## src/rtl/pit64_pkg.sv

```systemverilog
package pit64_pkg;

    typedef enum logic [0:0] {
        ST_IDLE = 1'b0,
        ST_RUN  = 1'b1
    } run_state_e;

    // Register byte offsets; software depends on these values.
    localparam logic [7:0] OFF_CTRL   = 8'h00;
    localparam logic [7:0] OFF_MODE   = 8'h04;
    localparam logic [7:0] OFF_PER_LO = 8'h08;
    localparam logic [7:0] OFF_PER_HI = 8'h0C;
    localparam logic [7:0] OFF_IEN    = 8'h10;
    localparam logic [7:0] OFF_STAT   = 8'h1C;
    localparam logic [7:0] OFF_VAL_LO = 8'h20;
    localparam logic [7:0] OFF_VAL_HI = 8'h24;

    // Field positions
    localparam int BIT_START = 0;
    localparam int BIT_SWRST = 8;
    localparam int BIT_CONT  = 0;
    localparam int BIT_GSEL  = 3;
    localparam int PRE_LSB   = 8;

endpackage

```

## src/rtl/pit64_prescaler.sv

```systemverilog
module pit64_prescaler #(
    parameter int PRE_W = 4
) (
    input  logic             clk,
    input  logic             rst_n,
    input  logic             clr,
    input  logic             src_en,
    input  logic [PRE_W-1:0] ratio,
    output logic             tick
);
    logic [PRE_W-1:0] div_q;
    logic             at_end;

    assign at_end = (div_q == ratio);
    assign tick   = src_en && at_end;

    always_ff @(posedge clk or negedge rst_n) begin
        if (!rst_n) begin
            div_q <= '0;
        end else if (clr) begin
            div_q <= '0;
        end else if (src_en) begin
            div_q <= at_end ? '0 : div_q + PRE_W'(1);
        end
    end
endmodule

```

## src/rtl/pit64_core.sv

```systemverilog
module pit64_core
    import pit64_pkg::*;
#(
    parameter int CNT_W = 64
) (
    input  logic             clk,
    input  logic             rst_n,
    input  logic             sw_rst,
    input  logic             start_req,
    input  logic             tick,
    input  logic             cont,
    input  logic [CNT_W-1:0] period,
    output logic [CNT_W-1:0] cnt,
    output logic             running,
    output logic             expire
);
    run_state_e       st_q, st_d;
    logic [CNT_W-1:0] cnt_q, cnt_d;

    // State register
    always_ff @(posedge clk or negedge rst_n) begin
        if (!rst_n) st_q <= ST_IDLE;
        else        st_q <= st_d;
    end

    // Next state and outputs
    always_comb begin
        st_d   = st_q;
        cnt_d  = cnt_q;
        expire = 1'b0;
        if (sw_rst) begin
            st_d  = ST_IDLE;
            cnt_d = '0;
        end else if (start_req) begin
            st_d = ST_RUN;
        end else begin
            unique case (st_q)
                ST_IDLE: st_d = ST_IDLE;
                ST_RUN: begin
                    if (tick) begin
                        if (cnt_q == period) begin
                            expire = 1'b1;
                            if (cont) cnt_d = '0;
                            else      st_d  = ST_IDLE;
                        end else begin
                            cnt_d = cnt_q + CNT_W'(1);
                        end
                    end
                end
            endcase
        end
    end

    always_ff @(posedge clk or negedge rst_n) begin
        if (!rst_n) cnt_q <= '0;
        else        cnt_q <= cnt_d;
    end

    assign cnt     = cnt_q;
    assign running = (st_q == ST_RUN);
endmodule

```

## src/rtl/pit64_regfile.sv

```systemverilog
module pit64_regfile
    import pit64_pkg::*;
#(
    parameter int BUS_W  = 32,
    parameter int ADDR_W = 8,
    parameter int PRE_W  = 4
) (
    input  logic                 clk,
    input  logic                 rst_n,
    input  logic [ADDR_W-1:0]    addr,
    input  logic                 wr_en,
    input  logic [BUS_W-1:0]     wr_data,
    input  logic                 rd_en,
    output logic [BUS_W-1:0]     rd_data,
    input  logic [2*BUS_W-1:0]   cnt,
    input  logic                 expire,
    output logic                 sw_rst,
    output logic                 start_req,
    output logic                 cont,
    output logic                 gsel,
    output logic [PRE_W-1:0]     ratio,
    output logic [2*BUS_W-1:0]   period,
    output logic                 pend,
    output logic                 irq_en,
    output logic                 irq
);
    function automatic logic hit(input logic [ADDR_W-1:0] a, input logic [7:0] off);
        return a == ADDR_W'(off);
    endfunction

    logic             ctrl_wr, stat_rd, lo_rd;
    logic             cont_q, gsel_q, ien_q, pend_q;
    logic [PRE_W-1:0] ratio_q;
    logic [BUS_W-1:0] per_lo_q, per_hi_q, shadow_q, rd_q, rd_next;

    assign ctrl_wr   = wr_en && hit(addr, OFF_CTRL);
    assign sw_rst    = ctrl_wr && wr_data[BIT_SWRST];
    assign start_req = ctrl_wr && wr_data[BIT_START] && !wr_data[BIT_SWRST];
    assign stat_rd   = rd_en && hit(addr, OFF_STAT);
    assign lo_rd     = rd_en && hit(addr, OFF_VAL_LO);

    // Configuration words
    always_ff @(posedge clk or negedge rst_n) begin
        if (!rst_n) begin
            cont_q   <= 1'b0;
            gsel_q   <= 1'b0;
            ratio_q  <= '0;
            per_lo_q <= '0;
            per_hi_q <= '0;
            ien_q    <= 1'b0;
        end else if (wr_en) begin
            if (hit(addr, OFF_MODE)) begin
                cont_q  <= wr_data[BIT_CONT];
                gsel_q  <= wr_data[BIT_GSEL];
                ratio_q <= wr_data[PRE_LSB +: PRE_W];
            end
            if (hit(addr, OFF_PER_LO)) per_lo_q <= wr_data;
            if (hit(addr, OFF_PER_HI)) per_hi_q <= wr_data;
            if (hit(addr, OFF_IEN))    ien_q    <= wr_data[0];
        end
    end

    // Pending flag: a new expiry beats a clearing read
    always_ff @(posedge clk or negedge rst_n) begin
        if (!rst_n)       pend_q <= 1'b0;
        else if (sw_rst)  pend_q <= 1'b0;
        else if (expire)  pend_q <= 1'b1;
        else if (stat_rd) pend_q <= 1'b0;
    end

    always_comb begin
        rd_next = '0;
        if (hit(addr, OFF_MODE)) begin
            rd_next[BIT_CONT]            = cont_q;
            rd_next[BIT_GSEL]            = gsel_q;
            rd_next[PRE_LSB +: PRE_W]    = ratio_q;
        end else if (hit(addr, OFF_PER_LO)) begin
            rd_next = per_lo_q;
        end else if (hit(addr, OFF_PER_HI)) begin
            rd_next = per_hi_q;
        end else if (hit(addr, OFF_IEN)) begin
            rd_next[0] = ien_q;
        end else if (hit(addr, OFF_STAT)) begin
            rd_next[0] = pend_q;
        end else if (hit(addr, OFF_VAL_LO)) begin
            rd_next = cnt[BUS_W-1:0];
        end else if (hit(addr, OFF_VAL_HI)) begin
            rd_next = shadow_q;
        end
    end

    always_ff @(posedge clk or negedge rst_n) begin
        if (!rst_n) begin
            rd_q     <= '0;
            shadow_q <= '0;
        end else begin
            if (rd_en) rd_q     <= rd_next;
            if (lo_rd) shadow_q <= cnt[2*BUS_W-1:BUS_W];
        end
    end

    assign rd_data = rd_q;
    assign cont    = cont_q;
    assign gsel    = gsel_q;
    assign ratio   = ratio_q;
    assign period  = {per_hi_q, per_lo_q};
    assign pend    = pend_q;
    assign irq_en  = ien_q;
    assign irq     = pend_q && ien_q;
endmodule

```

## src/rtl/pit64_timer.sv

```systemverilog
module pit64_timer
    import pit64_pkg::*;
#(
    parameter int BUS_W  = 32,
    parameter int ADDR_W = 8,
    parameter int PRE_W  = 4
) (
    input  logic              clk,
    input  logic              rst_n,
    input  logic [ADDR_W-1:0] addr,
    input  logic              wr_en,
    input  logic [BUS_W-1:0]  wr_data,
    input  logic              rd_en,
    output logic [BUS_W-1:0]  rd_data,
    input  logic              gen_clk_en,
    output logic              irq
);
    localparam int CNT_W = 2 * BUS_W;

    logic             sw_rst, start_req, cont, gsel, tick, src_en;
    logic             running, expire, pend, irq_en;
    logic [PRE_W-1:0] ratio;
    logic [CNT_W-1:0] period, cnt;

    assign src_en = gsel ? gen_clk_en : 1'b1;

    pit64_regfile #(.BUS_W(BUS_W), .ADDR_W(ADDR_W), .PRE_W(PRE_W)) regs_i (
        .clk(clk), .rst_n(rst_n), .addr(addr), .wr_en(wr_en), .wr_data(wr_data),
        .rd_en(rd_en), .rd_data(rd_data), .cnt(cnt), .expire(expire),
        .sw_rst(sw_rst), .start_req(start_req), .cont(cont), .gsel(gsel),
        .ratio(ratio), .period(period), .pend(pend), .irq_en(irq_en), .irq(irq)
    );

    pit64_prescaler #(.PRE_W(PRE_W)) pre_i (
        .clk(clk), .rst_n(rst_n), .clr(sw_rst || start_req),
        .src_en(src_en), .ratio(ratio), .tick(tick)
    );

    pit64_core #(.CNT_W(CNT_W)) core_i (
        .clk(clk), .rst_n(rst_n), .sw_rst(sw_rst), .start_req(start_req),
        .tick(tick), .cont(cont), .period(period), .cnt(cnt),
        .running(running), .expire(expire)
    );
endmodule

```

## config.mk

```make
export PLATFORM = sky130hd
export DESIGN_NAME = pit64_timer
export DESIGN_NICKNAME = d
export VERILOG_FILES = /design/src/rtl/pit64_pkg.sv /design/src/rtl/pit64_prescaler.sv /design/src/rtl/pit64_core.sv /design/src/rtl/pit64_regfile.sv /design/src/rtl/pit64_timer.sv
export SDC_FILE = /design/constraint.sdc
export NUM_CORES = 1
export LEC_CHECK = 0
export BUFFER_PORTS_ARGS = -buffer_cell sky130_fd_sc_hd__buf_2
export CAP_MARGIN = 0
export CORE_UTILIZATION = 45
export DETAILED_ROUTE_END_ITERATION = 10
export SLEW_MARGIN = 40
export SYNTH_ARGS = -nofsm -noshare
export SYNTH_HDL_FRONTEND = slang
export SYNTH_SLANG_ARGS = --single-unit
```

## constraint.sdc

```tcl
create_clock -name clk -period 5.4 [get_ports clk]
set_clock_uncertainty 0.1 [all_clocks]
set_input_delay 1.08 -clock clk [delete_from_list [all_inputs] [get_ports clk]]
set_output_delay 1.08 -clock clk [all_outputs]
set_load 0.02 [all_outputs]
```

**Word level (Yosys, flattened, before mapping)**

Index checks and enable logic that the tools add are counted.
Widths: inputs -> output; s select.

- Reductions and logical operators: 20
- Bitwise operators: 1
- Equal/unequal tests: 11
- $add $sub $neg: 2
- Muxes and demuxes: 38

Operators by type and width:

| cell | number |
|---|---|
| $mux 64 | 6 |
| $mux 32 | 4 |
| $add 64x1->64 const B | 1 |
| $eq 64x64->1 | 1 |
| $mux 31 | 2 |
| $mux 20 | 1 |
| $mux 4 | 5 |
| $mux 1 | 18 |
| $eq 8x4->1 const B | 2 |
| $eq 8x5->1 const B | 2 |
| $eq 8x6->1 const B | 2 |
| $eq 8x3->1 const B | 1 |
| $logic_and 1x1->1 | 8 |
| $logic_not 8->1 | 1 |
| $reduce_and 2->1 | 4 |
| $reduce_bool 2->1 | 3 |
| $add 4x1->4 const B | 1 |
| $eq 4x4->1 | 1 |
| $reduce_and 4->1 | 1 |
| $ne 3x3->1 const B | 1 |
| $reduce_bool 3->1 | 1 |
| $mux 2 | 1 |
| $ne 2x2->1 const B | 1 |
| $pmux 1 s2 | 1 |
| 3 further kinds | 3 |

- Bits in registers: 205
- Word-level logic and storage cells: 84
- Output and inout port bits: 33
- Input port bits: 45

**Depth between registers and ports, before layout**

- Word-level depth: 8
- Depth in mapped cells: 11
- Mapped depth without buffers: 8

**Modules after synthesis**

From an unflattened synthesis, not the netlist that was laid out.

- Cells, all modules: 1115
- Area, all modules: 11591.1 sq um

Modules (own cells, without submodules):

| module | cells each | instances | area each (sq um) |
|---|---|---|---|
| pit64_regfile | 493 | 1 | 6313.6 |
| pit64_core | 592 | 1 | 4986.0 |
| pit64_prescaler | 28 | 1 | 279.0 |
| pit64_timer | 2 | 1 | 12.5 |

**Worst setup path before layout**

No wires, ideal clock.

- Path kind: input to register
- Start: input port addr[2]
- End: register core_i.cnt_q[7], in the netlist core_i.cnt[7]
- Stages on the path: 9
- Setup slack: 2242 ps
- Arrival time: 2991 ps
- Library setup time: 67 ps
- Cell sequence: buf_2 > nor4_1 > nand4_1 > or3b_1 > buf_2 > o31ai_1 > clkbuf_1 > or4b_2 > nand2_1

- Word-level cells in the longest chain between the ends: 6

Ends and longest elaborated chain:

| item | line | source |
|---|---|---|
| start, declared | pit64_timer.sv:10 | `input logic [ADDR_W-1:0] addr,` |
| $logic_not 8->1 (*) | pit64_regfile.sv:28 | `return a == ADDR_W'(off);` |
| $logic_and 1x1->1 (*) | pit64_regfile.sv:36 | `assign ctrl_wr = wr_en && hit(addr, OFF_CTRL);` |
| $logic_and 1x1->1 (2 in series) | pit64_regfile.sv:38 | `assign start_req = ctrl_wr && wr_data[BIT_START] && !wr_data[BIT_SWRST];` |
| $ne 2x2->1 (no source line) | -- |  |
| $reduce_and 4->1 (no source line) | -- |  |
| end signal, assigned | pit64_core.sv:56 | `else cnt_q <= cnt_d;` |
| end, declared | pit64_core.sv:18 | `logic [CNT_W-1:0] cnt_q, cnt_d;` |

Every way passes the cells marked *; elsewhere a longest branch is shown, timed or not.
A chain may end at the register's enable or synchronous reset.

**Worst setup path after layout**

- Start: register core_i.cnt_q[57], in the netlist core_i.cnt[57]
- End: register core_i.cnt_q[21], in the netlist core_i.cnt[21]

- Word-level cells in the longest chain between the ends: 6

Ends and longest elaborated chain:

| item | line | source |
|---|---|---|
| $eq 64x64->1 (*) | pit64_core.sv:41 | `if (cnt_q == period) begin` |
| $mux 64 | pit64_core.sv:41 |  |
| $mux 64 | pit64_core.sv:40 | `if (tick) begin` |
| $mux 64 | pit64_core.sv:37 | `unique case (st_q)` |
| $mux 64 | pit64_core.sv:34 | `end else if (start_req) begin` |
| $mux 64 | pit64_core.sv:31 | `if (sw_rst) begin` |

Every way passes the cells marked *; elsewhere a longest branch is shown, timed or not. The select of a mux whose other input is x is not followed.

==> key figures <==
Routing
  – First-pass iteration count of the detailed router: 7
  – Vias: 8381
  – DRC violation count after routing: 0
  – Average wire per cell in the routed design: 22.18 um
  – Vias per cell: 6.245
  – Total length of routed wires: 29.77 mm
  – Number of antenna-violating nets in the routed design: 0
  – DRC violation total after the first TritonRoute iteration: 724

Floorplanning
  – Starting density of the core: 0.4583
  – Standard cell core area: 0.02264 mm^2
  – Height of the die: 153.9 um
  – Die extent in x: 153.9 um
  – Number of cell rows: 55
  – Number of I/O pins: 78
  – Die area: 0.02367 mm^2

Synth
  – Fraction of registers with async set/reset: 1.000
  – Number of different library cells in the post-synthesis netlist: 53
  – #FFs+latches synth: 205
  – Synthesized area: 0.01038 mm^2
  – Number of enable flip-flop cells after synthesis: 0
  – Commonest register cell after synthesis: sky130_fd_sc_hd__dfrtp_1
  – Yosys warning total: 0
  – Synthesized Nets: 1040
  – Seq/Total Area, Yosys: 0.4944
  – Avg Inst Size Synth: 10.45 um^2
  – Number of standard cells after synthesis: 993

Critical path
  – Kind of end point of the critical path: flop
  – Kind of start point of the critical path: flop
  – Required time at the worst-slack endpoint: 5.67 ns
  – Endpoint of the worst setup timing path: core_i.cnt[21]
  – Critical R2R Capture: core_i.cnt[21]
  – Data arrival time of the critical path: 3.89 ns
  – Cell count of the worst reg-to-reg path: 9
  – Combined buffer and inverter count along the critical path: 2
  – Cell Chain, Critical Path: xnor2_1, nand4_1, nor4_1, nand4_1, buf_4, o21ai_4, buf_4, or4_1, a21oi_1
  – Reg2reg setup slack: 1.78 ns
  – Number of logic stages on the critical path including buffering: 9
  – Cell class contributing the biggest share of worst-path delay: simple AND/OR/NAND/NOR gates
  – Crit path max-delay cell type: sky130_fd_sc_hd__o21ai_4
  – Type of the worst setup path: flop to flop
  – Peak per-stage delay on the critical path: 0.63 ns
  – Worst R2R Start: core_i.cnt[57]
  – Biggest fanout along the worst timing path: 44
  – First element of the critical path: core_i.cnt[57]

Global route
  – Antenna violations before repair: 0
  – GRT Overall Usage: 0.2584
  – Number of global-route vias before repair: 8249
  – GR Layer Usage met1: 0.3700
  – Global route overflow: 0
  – Most used routing layer in global routing: met2
  – First-pass GRT wire length: 48.07 mm
  – GR Layer Usage met2: 0.4169
  – Pin count of the biggest net entering global routing: 85
  – Met3 track demand over resource in global routing: 0.02959

Place
  – Gp weighted congestion: 0.8596
  – Detailed-placement wirelength estimate: 20.55 mm
  – Number of buffers inserted by port buffering: 77

Timing
  – Period utilization: 0.6703
  – RSZ-0062 raised after global routing: false
  – Final hold viol count: 0
  – Worst slew margin: 0.4786
  – Minimum clock period: 3.620 ns
  – Slew at the pin closest to its max-slew limit: 0.7820 ns
  – Count of pins over their slew limit: 0
  – # setup viols final: 0
  – Fmax achieved: 0.2763 GHz
  – Setup tns final: 0 ns

Pwr
  – Pleak: 0.005065 uW
  – Power Dens Cells: 310.0 mW/mm^2
  – Maximum vdd ir drop: 0.1724 mV

Worst hold path
  – Worst hold-check path type: flop to flop
  – Hold Path Stages: 2

Finish
  – Ratio of cells with drive above 1 in the final layout: 0.2394
  – Net count of the finished layout: 1087
  – Ant diodes: 0
  – Share of the core filled with cells: 0.5252
  – Area delta synth->final: 14.60%

Outcome
  – Outcome: finished clean

Clock network
  – Post-cts resize count: 0
  – TritonCTS clock tree: done
  – Total of hold buffers inserted after clock tree synthesis: 0
  – CTS Root Buffer Type: sky130_fd_sc_hd__clkbuf_16
  – Inserted Clock Buffers: 24
  – H-tree levels: 1
  – Number of clock sinks: 205
  – Insertion delay to the later sink of the worst-skew pair: 0.52 ns
  – Buffers inserted by post-CTS timing repair: 0
  – Clock Path Buffers: 3
  – Clock-pin transition on the worst setup and hold timing paths: 0.06 ns

Run
  – Reported max-cap violation count: 0
worst register-to-register path: cells and delay by family, from the launching register on:
family	cells	cell delay [ns]
xor gates and xnor gates	1	0.39
DFF	1	0.48
AOI/OAI and AO/OA	2	0.69
and+or+nand+nor	4	1.10
buffers and inverters	2	0.72
cells in the final DEF, fill, tap and decap left out, drive strengths merged, types with 3 or more instances in the layout:
master      n
and2        6
clkinv      6
o31ai      17
dfrtp     205
nor2       64
xnor2      70
a2bb2oi     3
a21oi      51
or3        23
nand2b      3
nor3       17
a22oi      60
a222oi      6
or4        27
o21ai      33
inv         9
a31oi      31
mux2      101
clkinvlp    3
and3        8
nand4      45
nand2      60
clkbuf     31
and4        6
nand3      28
bufinv      3
or4b        3
buf        95
nor4        7
o211ai     11
per-layer routing:
metal  wire [um]  up-vias  part of all wire
met5           0        -                 0
met4         669        0             0.022
met3        1407       47             0.047
met2       13750      235              0.46
met1       13940     4287              0.47
li1            -     3812                 -
worst min path at each step:
stage                        start                  end
2_1_floorplan  regs_i.shadow_q[12]  regs_i.shadow_q[12]
3_3_place_gp   regs_i.shadow_q[28]  regs_i.shadow_q[28]
3_5_place_dp   regs_i.shadow_q[28]  regs_i.shadow_q[28]
4_1_cts        regs_i.shadow_q[28]  regs_i.shadow_q[28]
5_1_grt                      rst_n  regs_i.per_hi_q[24]
6_report       regs_i.shadow_q[28]  regs_i.shadow_q[28]
metrics by stage:
| step | cell area (um^2) | cells | hold WS [ns] | setup WS, ns | power [uW] |
|---|---|---|---|---|---|
| 4_1_cts | 11890 | 1342 | 0.3883 | 1.823 | 3712 |
| 5_1_grt | 11890 | 1342 | 0.4169 | 1.600 | 3821 |
| 6_report | 11890 | 1342 | 0.3841 | 1.780 | 3686 |
| 3_5_place_dp | 11050 | 1299 | 0.3750 | 1.485 | 2016 |
| 2_1_floorplan | 10380 | 993 | 0.3507 | 2.242 | 1864 |
| 3_3_place_gp | 11010 | 1298 | 0.3690 | 1.403 | 2007 |
flip-flops by register name, summed over array words and instances (netlist names):
signal and flops:
core_i.cnt 64, core_i.running 1, pre_i.div_q 4, regs_i.cont 1, regs_i.gsel 1, regs_i.irq_en 1, regs_i.pend 1, regs_i.per_hi_q 32
regs_i.per_lo_q 32, regs_i.ratio 4, regs_i.rd_data 32, regs_i.shadow_q 32
cells by family (layout without fill, tap and decap cells):
group	after synthesis	after routing	synth area share
flip-flops	205	205	0.4944
AND/OR/NAND/NOR	303	303	0.1568
AO/OA/AOI/OAI	227	227	0.1440
buffers and inverters	83	147	0.03195
adder cells (fa/ha/maj)	2	2	0.002411
XOR/XNOR	71	71	0.05993
multiplexers	102	102	0.1106
report_power, final:
part | total, uW | internal (uW) | switching (uW)
combinational | 321 | 131 | 189
sequential | 1670 | 1600 | 68.2
clock | 1700 | 1040 | 657
cells in the mapped netlist, types with 6 or more instances:
master | n | area share
sky130_fd_sc_hd__a21oi_1 | 51 | 0.025
sky130_fd_sc_hd__a222oi_1 | 6 | 0.0058
sky130_fd_sc_hd__a22oi_1 | 60 | 0.043
sky130_fd_sc_hd__a31oi_1 | 31 | 0.019
sky130_fd_sc_hd__and2_1 | 6 | 0.0036
sky130_fd_sc_hd__and3_1 | 8 | 0.0048
sky130_fd_sc_hd__and4_1 | 6 | 0.0051
sky130_fd_sc_hd__buf_2 | 13 | 0.0063
sky130_fd_sc_hd__clkbuf_1 | 57 | 0.021
sky130_fd_sc_hd__dfrtp_1 | 205 | 0.49
sky130_fd_sc_hd__inv_1 | 9 | 0.0033
sky130_fd_sc_hd__mux2_2 | 101 | 0.11
sky130_fd_sc_hd__nand2_1 | 59 | 0.021
sky130_fd_sc_hd__nand3_1 | 28 | 0.014
sky130_fd_sc_hd__nand4_1 | 44 | 0.027
sky130_fd_sc_hd__nor2_1 | 64 | 0.023
sky130_fd_sc_hd__nor3_1 | 17 | 0.0082
sky130_fd_sc_hd__nor4_1 | 6 | 0.0036
sky130_fd_sc_hd__o211ai_1 | 11 | 0.0080
sky130_fd_sc_hd__o21ai_0 | 32 | 0.015
sky130_fd_sc_hd__o31ai_1 | 17 | 0.012
sky130_fd_sc_hd__or3_1 | 23 | 0.014
sky130_fd_sc_hd__or4_1 | 27 | 0.020
sky130_fd_sc_hd__xnor2_1 | 70 | 0.059
area by class of cell:
class,instances,area (um^2)
well taps,285,356.6
clock inverters,12,146.4
clock buffers,31,688.2
inverters,9,33.78
fillers,2046,10750
multi-input cells,705,4974
repair buffers,95,563.0
flip-flops and latches,205,5130
Note: power is estimated with default switching activity, not from simulation.
